==> config.mk <==
export PLATFORM = sky130hd
export DESIGN_NAME = xrst_pulse_gen
export DESIGN_NICKNAME = d
export VERILOG_FILES = /design/src/rtl/xrp_pkg.sv /design/src/rtl/xrp_cfg_reg.sv /design/src/rtl/xrp_pulse_timer.sv /design/src/rtl/xrp_pad_drv.sv /design/src/rtl/xrst_pulse_gen.sv
export SDC_FILE = /design/constraint.sdc
export NUM_CORES = 1
export LEC_CHECK = 0
export ABC_AREA = 1
export BUFFER_PORTS_ARGS = -buffer_cell sky130_fd_sc_hd__buf_4
export CAP_MARGIN = 20
export CORE_ASPECT_RATIO = 1.25
export CORE_MARGIN = 4
export CORE_UTILIZATION = 35
export DETAILED_ROUTE_END_ITERATION = 8
export SLEW_MARGIN = 40
export SYNTH_ARGS = -nofsm -noshare
export SYNTH_HDL_FRONTEND = slang
export SYNTH_SLANG_ARGS = --single-unit
==> constraint.sdc <==
create_clock -name clk -period 1.4 [get_ports clk]
set_input_delay 0.07 -clock clk [delete_from_list [all_inputs] [get_ports clk]]
set_output_delay 0.07 -clock clk [all_outputs]
set_load 0.05 [all_outputs]
==> src/rtl/xrp_pkg.sv <==
package xrp_pkg;
  localparam logic [7:0] KEY_POL_HIGH = 8'hA5;
  localparam logic [7:0] KEY_POL_LOW  = 8'h5A;
  localparam logic [7:0] KEY_DRV_PP   = 8'hA8;
  localparam logic [7:0] KEY_DRV_OD   = 8'h8A;
  localparam logic [7:0] REG_WIDTH_ADDR = 8'h18;

  typedef enum logic {POL_LOW = 1'b0, POL_HIGH = 1'b1} pol_e;
  typedef enum logic {DRV_OD = 1'b0, DRV_PP = 1'b1} drv_e;

  typedef struct packed {
    pol_e pol;
    drv_e drv;
  } padcfg_t;
endpackage

==> src/rtl/xrp_cfg_reg.sv <==
module xrp_cfg_reg
  import xrp_pkg::*;
#(
  parameter int DATA_W = 32,
  parameter int ADDR_W = 8,
  parameter int DUR_W  = 20,
  parameter logic [ADDR_W-1:0] REG_ADDR = ADDR_W'(REG_WIDTH_ADDR)
) (
  input  logic              clk,
  input  logic              rst_n,
  input  logic              wr_en,
  input  logic [ADDR_W-1:0] addr,
  input  logic [DATA_W-1:0] wr_data,
  output logic [DATA_W-1:0] rd_data,
  output logic [DUR_W-1:0]  dur_o,
  output padcfg_t           padcfg_o
);
  localparam int GAP_W = DATA_W - 2 - DUR_W;
  localparam logic [DUR_W-1:0] DUR_RST = DUR_W'(8'hFF);

  logic [DUR_W-1:0] dur_q, dur_d;
  padcfg_t          cfg_q, cfg_d;
  logic             hit;
  logic [7:0]       key;

  assign hit = (addr == REG_ADDR);
  assign key = wr_data[DATA_W-1 -: 8];

  // Next-state logic: the duration field always loads on a write hit,
  // while the pad bits load only on their own key byte.
  always_comb begin
    dur_d = dur_q;
    cfg_d = cfg_q;
    if (wr_en && hit) begin
      dur_d = wr_data[DUR_W-1:0];
      case (key)
        KEY_POL_HIGH: cfg_d.pol = POL_HIGH;
        KEY_POL_LOW:  cfg_d.pol = POL_LOW;
        KEY_DRV_PP:   cfg_d.drv = DRV_PP;
        KEY_DRV_OD:   cfg_d.drv = DRV_OD;
        default: ;
      endcase
    end
  end

  always_ff @(posedge clk or negedge rst_n) begin
    if (!rst_n) begin
      dur_q     <= DUR_RST;
      cfg_q.pol <= POL_LOW;
      cfg_q.drv <= DRV_OD;
    end else begin
      dur_q <= dur_d;
      cfg_q <= cfg_d;
    end
  end

  assign rd_data  = hit ? {cfg_q.pol, cfg_q.drv, {GAP_W{1'b0}}, dur_q} : '0;
  assign dur_o    = dur_q;
  assign padcfg_o = cfg_q;

  p_pol_high_r3: assert property (@(posedge clk) disable iff (!rst_n)
    (wr_en && hit && key == KEY_POL_HIGH) |=> (padcfg_o.pol == POL_HIGH));
  p_pol_low_r3: assert property (@(posedge clk) disable iff (!rst_n)
    (wr_en && hit && key == KEY_POL_LOW) |=> (padcfg_o.pol == POL_LOW));
  p_drv_pp_r4: assert property (@(posedge clk) disable iff (!rst_n)
    (wr_en && hit && key == KEY_DRV_PP) |=> (padcfg_o.drv == DRV_PP));
  p_other_key_r5: assert property (@(posedge clk) disable iff (!rst_n)
    (wr_en && hit && key != KEY_POL_HIGH && key != KEY_POL_LOW &&
     key != KEY_DRV_PP && key != KEY_DRV_OD) |=> $stable(padcfg_o));
  p_miss_r2: assert property (@(posedge clk) disable iff (!rst_n)
    (!(wr_en && hit)) |=> ($stable(dur_o) && $stable(padcfg_o)));
endmodule

==> src/rtl/xrp_pulse_timer.sv <==
module xrp_pulse_timer #(
  parameter int DUR_W = 20
) (
  input  logic             clk,
  input  logic             rst_n,
  input  logic             tick,
  input  logic             trig,
  input  logic             ext_en,
  input  logic [DUR_W-1:0] dur_i,
  output logic             busy_o
);
  logic             busy_q, busy_d;
  logic [DUR_W-1:0] cnt_q, cnt_d;

  // Next-state logic: a pulse starts only from idle, and then runs
  // for the captured count plus one tick.
  always_comb begin
    busy_d = busy_q;
    cnt_d  = cnt_q;
    if (!busy_q) begin
      if (trig && ext_en) begin
        busy_d = 1'b1;
        cnt_d  = dur_i;
      end
    end else if (tick) begin
      if (cnt_q == '0) busy_d = 1'b0;
      else             cnt_d  = cnt_q - 1'b1;
    end
  end

  always_ff @(posedge clk or negedge rst_n) begin
    if (!rst_n) begin
      busy_q <= 1'b0;
      cnt_q  <= '0;
    end else begin
      busy_q <= busy_d;
      cnt_q  <= cnt_d;
    end
  end

  assign busy_o = busy_q;

  p_start_r7: assert property (@(posedge clk) disable iff (!rst_n)
    (!busy_q && trig && ext_en) |=> (busy_q && cnt_q == $past(dur_i)));
  p_end_r7: assert property (@(posedge clk) disable iff (!rst_n)
    (busy_q && tick && cnt_q == '0) |=> !busy_q);
  p_no_start_r8: assert property (@(posedge clk) disable iff (!rst_n)
    (!busy_q && !(trig && ext_en)) |=> !busy_q);
  p_hold_r9: assert property (@(posedge clk) disable iff (!rst_n)
    (busy_q && !tick) |=> (busy_q && $stable(cnt_q)));
endmodule

==> src/rtl/xrp_pad_drv.sv <==
module xrp_pad_drv
  import xrp_pkg::*;
(
  input  logic    asserted,
  input  padcfg_t padcfg,
  output logic    pad_data,
  output logic    pad_oe
);
  logic act_lvl;
  assign act_lvl = (padcfg.pol == POL_HIGH);

  always_comb begin
    if (padcfg.drv == DRV_PP) begin
      pad_oe   = 1'b1;
      pad_data = asserted ? act_lvl : ~act_lvl;
    end else begin
      pad_oe   = asserted;
      pad_data = act_lvl;
    end
  end
endmodule

==> src/rtl/xrst_pulse_gen.sv <==
module xrst_pulse_gen
  import xrp_pkg::*;
#(
  parameter int DATA_W     = 32,
  parameter int ADDR_W     = 8,
  parameter bit WIDE_FIELD = 1'b1
) (
  input  logic              clk,
  input  logic              rst_n,
  input  logic              tick_1us,
  input  logic              wdt_timeout,
  input  logic              ext_sig_en,
  input  logic              reg_wr,
  input  logic [ADDR_W-1:0] reg_addr,
  input  logic [DATA_W-1:0] reg_wdata,
  output logic [DATA_W-1:0] reg_rdata,
  output logic              pad_data,
  output logic              pad_oe
);
  localparam int DUR_W = WIDE_FIELD ? 20 : 8;

  logic [DUR_W-1:0] dur;
  padcfg_t          padcfg;
  logic             busy;

  xrp_cfg_reg #(
    .DATA_W(DATA_W), .ADDR_W(ADDR_W), .DUR_W(DUR_W)
  ) u_cfg (
    .clk(clk), .rst_n(rst_n), .wr_en(reg_wr), .addr(reg_addr),
    .wr_data(reg_wdata), .rd_data(reg_rdata), .dur_o(dur), .padcfg_o(padcfg)
  );

  xrp_pulse_timer #(.DUR_W(DUR_W)) u_timer (
    .clk(clk), .rst_n(rst_n), .tick(tick_1us), .trig(wdt_timeout),
    .ext_en(ext_sig_en), .dur_i(dur), .busy_o(busy)
  );

  xrp_pad_drv u_pad (
    .asserted(busy), .padcfg(padcfg), .pad_data(pad_data), .pad_oe(pad_oe)
  );

  p_od_idle_r10: assert property (@(posedge clk) disable iff (!rst_n)
    (padcfg.drv == DRV_OD && !busy) |-> !pad_oe);
  p_pp_oe_r10: assert property (@(posedge clk) disable iff (!rst_n)
    (padcfg.drv == DRV_PP) |-> pad_oe);
endmodule

==> reports/metrics.cfg <==
[clocking]
cts_buffer_depth = 2
clock_latency_ns = 0.31
clock_sink_count = 43
tritoncts_clock_tree = yes
root_buffer = sky130_fd_sc_hd__clkbuf_8
htree_num_levels = 2
cts_buffers = 5
worst_setup_hold_path_clk_slew_ns = 0.10

[yosys]
synth_seq_area_share_pct = 38.6
yosys.cell_types.count = 30
synthSimpleGateAreaFrac_pct = 40.1
synth-seq-cells = 43
yosys_warnings = 0
synth.largest_area_cell = sky130_fd_sc_hd__dfrtp_1
synthTopCellsByArea = sky130_fd_sc_hd__dfrtp_1 (31%), sky130_fd_sc_hd__nand2_1 (14%), sky130_fd_sc_hd__nor2_1 (12%)
synth-compound-area-share_pct = 7.57
synth_edf_count = 0
post_synthesis_mean_instance_area_um2 = 6.72
synthFlopType = sky130_fd_sc_hd__dfrtp_1
synth_cells = 418
synth_area_mm2 = 0.00281
synth-adder-area-share_pct = 0.890
synth_top_area_share_pct = 31.2
largest_family_of_logic_cells_by_synthesized_area = simple AND/OR/NAND/NOR gates
post_synth_mux_area_share_pct = 0
post_synth_xor_area_fraction_pct = 0.623
fraction_of_synthesis_flops_using_an_asynchronous_set_or_reset_pin_pct = 100

[layout]
multi_input_comb_area_mm2 = 0.00154
syn_to_final_growth_pct = 43.7
layout.core_utilization_pct = 51.8
layout-drive-gt1-share_pct = 34.8
final_cell_mix = sky130_fd_sc_hd__buf_4 (119), sky130_fd_sc_hd__nand2_1 (98), sky130_fd_sc_hd__nor2_1 (76), sky130_fd_sc_hd__inv_1 (43), sky130_fd_sc_hd__dfrtp_1 (34)
layout_commonest_cell = sky130_fd_sc_hd__buf_4
postLayoutCellArea_mm2 = 0.00404
fin_nets = 588
num_antenna_cells = 0
num-fill-cells = 785
ff_latch_area_mm2 = 0.00109

[die]
initial_core_util_pct = 36.1
io_pins = 80
die-area_mm2 = 0.00954
core_outline_area_mm2 = 0.00779
row_count = 36
chipWidth_um = 88.1
die_height_um = 108

[pwr]
seq_power_share_pct = 29.6
p_int_mw = 3.44
irDropWorstVdd_v = 0.000625
power.leakage_nw = 2.20
power_per_cell_area_mw_per_mm2 = 1490
switching_share_pct = 42.9
clk_pwr_share_pct = 14.4
net-switching-power_mw = 2.58
power.total_mw = 6.02
p_comb_share_pct = 56.1

[timing]
slew_viol_final = 0
max_slew.worst_pin.slew_ns = 0.560
fmax_ghz = 0.681
timing.setup.tns_ns = -0.423
rsz0062_at_grt = true
fin_skew_ns = 0.0107
finalCriticalPeriod_ns = 1.47
final_setup_violation_count = 16
timing.max_slew.rel_slack_pct = 62.7
final_hold_viol_count = 0
layout_worst_path_cycle_share_pct = 105
setup_ws_ns = -0.0676

[setup_path]
regToRegSetupSlack_ns = -0.07
required_time_of_the_critical_path_ns = 1.60
worst_r2r_endpoint = u_timer.cnt_q[19]$_DFFE_PN0P_
setup.worst_path.class = flop to flop
timing.critical_path.from_type = flop
critPathMaxFanout = 11
timing.reg2reg.worst_path_depth = 9
cp_data_arrival_time_ns = 1.66
worst_r2r_startpoint = u_timer.cnt_q[17]$_DFFE_PN0P_
endpoint_kind = flop

[min_path]
worst_hold_path.endpoint = u_cfg.dur_o[15]$_DFFE_PN0P_
holdCritPathClass = input pin to flop
hold_start = reg_wdata[15]
worst_hold_path.num_cells = 3

[global_route]
largest_net_degree_at_the_start_of_global_routing = 44
number_of_antenna_violations_at_the_first_check_in_global_routing = 0
grt_first_pass_wirelength_mm = 12.8
busiest_layer = met2
globalRouteOverflowTotal = 0
number_of_global_route_vias_before_repair = 2862
grt.total_usage_pct = 16.8
global_route.usage.met3_pct = 3.35
grt_util_met2_pct = 29.5
grt_util_met1_pct = 20.7

[status]
outcome = complete, but fails checks
violations_in_the_final_reports = negative setup slack

[routing]
detailroute.via_count = 2911
drtIter0Drc = 114
drt-pass1-iter-count = 4
drt-total-wl_mm = 7.78
detail_route.wl_per_cell_um = 12.2
drt_drc_violations_left = 0
final_antenna_net_count = 0
post_drt_via_cell_ratio = 4.58

[place]
numPortBuffers = 65
postPlaceCellArea_mm2 = 0.00366
hpwl_mm = 5.87
routabilityCongestion = 0.962

[job]
max-cap-violations = 0

worst max-delay path, stage by stage, from the launching register on:
cell	delay, ns
sky130_fd_sc_hd__dfrtp_1	0.43
sky130_fd_sc_hd__nor2_2	0.13
sky130_fd_sc_hd__nand2_1	0.12
sky130_fd_sc_hd__nor2_4	0.14
sky130_fd_sc_hd__nand3_4	0.09
sky130_fd_sc_hd__nand3_4	0.14
sky130_fd_sc_hd__buf_12	0.15
sky130_fd_sc_hd__nor2_1	0.05
sky130_fd_sc_hd__nand2_1	0.05
sky130_fd_sc_hd__nand2_1	0.05
synthesized netlist by cell type, types with 2 or more instances:
library cell and instances:
sky130_fd_sc_hd__nor2_4 5, sky130_fd_sc_hd__xor2_1 2, sky130_fd_sc_hd__nor2_1 91, sky130_fd_sc_hd__nand3_1 31
sky130_fd_sc_hd__ha_1 2, sky130_fd_sc_hd__buf_6 2, sky130_fd_sc_hd__nor4_1 2, sky130_fd_sc_hd__nand2_2 2
sky130_fd_sc_hd__buf_4 10, sky130_fd_sc_hd__nand3_2 4, sky130_fd_sc_hd__nand2_1 105, sky130_fd_sc_hd__clkbuf_1 8
sky130_fd_sc_hd__nor3_1 3, sky130_fd_sc_hd__inv_1 48, sky130_fd_sc_hd__dfstp_2 8, sky130_fd_sc_hd__nand4_1 6
sky130_fd_sc_hd__o21ai_1 4, sky130_fd_sc_hd__nor2_2 3, sky130_fd_sc_hd__dfrtp_1 35, sky130_fd_sc_hd__nand3b_1 2
sky130_fd_sc_hd__a21oi_1 21, sky130_fd_sc_hd__o21ai_0 16
flip-flops by register name, summed over array words and instances (netlist names):
| signal | count |
|---|---|
| u_cfg.dur_o | 20 |
| u_timer.cnt_q | 20 |
| u_timer.busy_o | 1 |
| u_cfg.padcfg_o | 2 |
how the worst max path moves through the flow:
stage	start	slack [ns]	depth (start not counted)	to
4_1_cts	u_timer.cnt_q[6]$_DFFE_PN0P_	-0.06	8	u_timer.cnt_q[11]$_DFFE_PN0P_
3_5_place_dp	u_timer.cnt_q[14]$_DFFE_PN0P_	-0.11	9	u_timer.cnt_q[18]$_DFFE_PN0P_
5_1_grt	u_timer.cnt_q[10]$_DFFE_PN0P_	-0.17	10	u_timer.cnt_q[11]$_DFFE_PN0P_
6_report	u_timer.cnt_q[17]$_DFFE_PN0P_	-0.07	9	u_timer.cnt_q[19]$_DFFE_PN0P_
2_1_floorplan	u_timer.cnt_q[0]$_DFFE_PN0P_	-0.00007	10	u_timer.cnt_q[11]$_DFFE_PN0P_
3_3_place_gp	u_timer.cnt_q[14]$_DFFE_PN0P_	-0.11	9	u_timer.cnt_q[18]$_DFFE_PN0P_
layer usage:
metal	wire length (um)	part of all wire [%]
met1	3430	44
met2	3780	49
met3	388	5.0
met4	177	2.3
met5	0	0
power groups by stage:
| stage | logic, mW | clock network, mW | registers, mW |
|---|---|---|---|
| 2_1_floorplan | 1.64 | 0 | 1.76 |
| 3_3_place_gp | 2.83 | 0 | 1.77 |
| 3_5_place_dp | 2.85 | 0 | 1.77 |
| 4_1_cts | 3.06 | 0.897 | 1.76 |
| 5_1_grt | 3.75 | 0.938 | 1.81 |
| 6_report | 3.37 | 0.864 | 1.78 |
cell families (layout without fill, tap and decap cells):
kind of cell	Yosys count	count (layout)
flip-flops	43	43
AND/OR/NAND/NOR	256	256
adder cells (fa/ha/maj)	2	2
other	1	10
AO/OA/AOI/OAI	42	42
buffers and inverters	72	186
XOR/XNOR	2	2
per-stage QoR:
step,setup slack (ns),cells,hold slack (ns)
floorplan,-0.0000688,427,-0.226
global placement,-0.115,609,0.103
detailed placement,-0.109,609,0.106
CTS,-0.0621,628,0.000173
global route,-0.171,636,0.00649
finish,-0.0676,636,0.00241
layout make-up:
| class | count | area share (%) |
|---|---|---|
| clock buffer | 5 | 1.70 |
| clock inverter | 3 | 0.651 |
| inverter | 49 | 4.68 |
| multi-input combinational | 312 | 38.1 |
| sequential | 43 | 26.9 |
| tap | 95 | 2.94 |
| timing repair buffer | 129 | 25.0 |
timing repair:
action                                  in CTS  in global routing
setup buffers                                7                  7
endpoints found under the setup margin      22                 21
pin swaps                                    1                  3
hold endpoints to repair                    38                  1
resized for setup                           19                 24
hold buffers                                 4                  1
No activity file was read; power rests on OpenSTA's default activity.
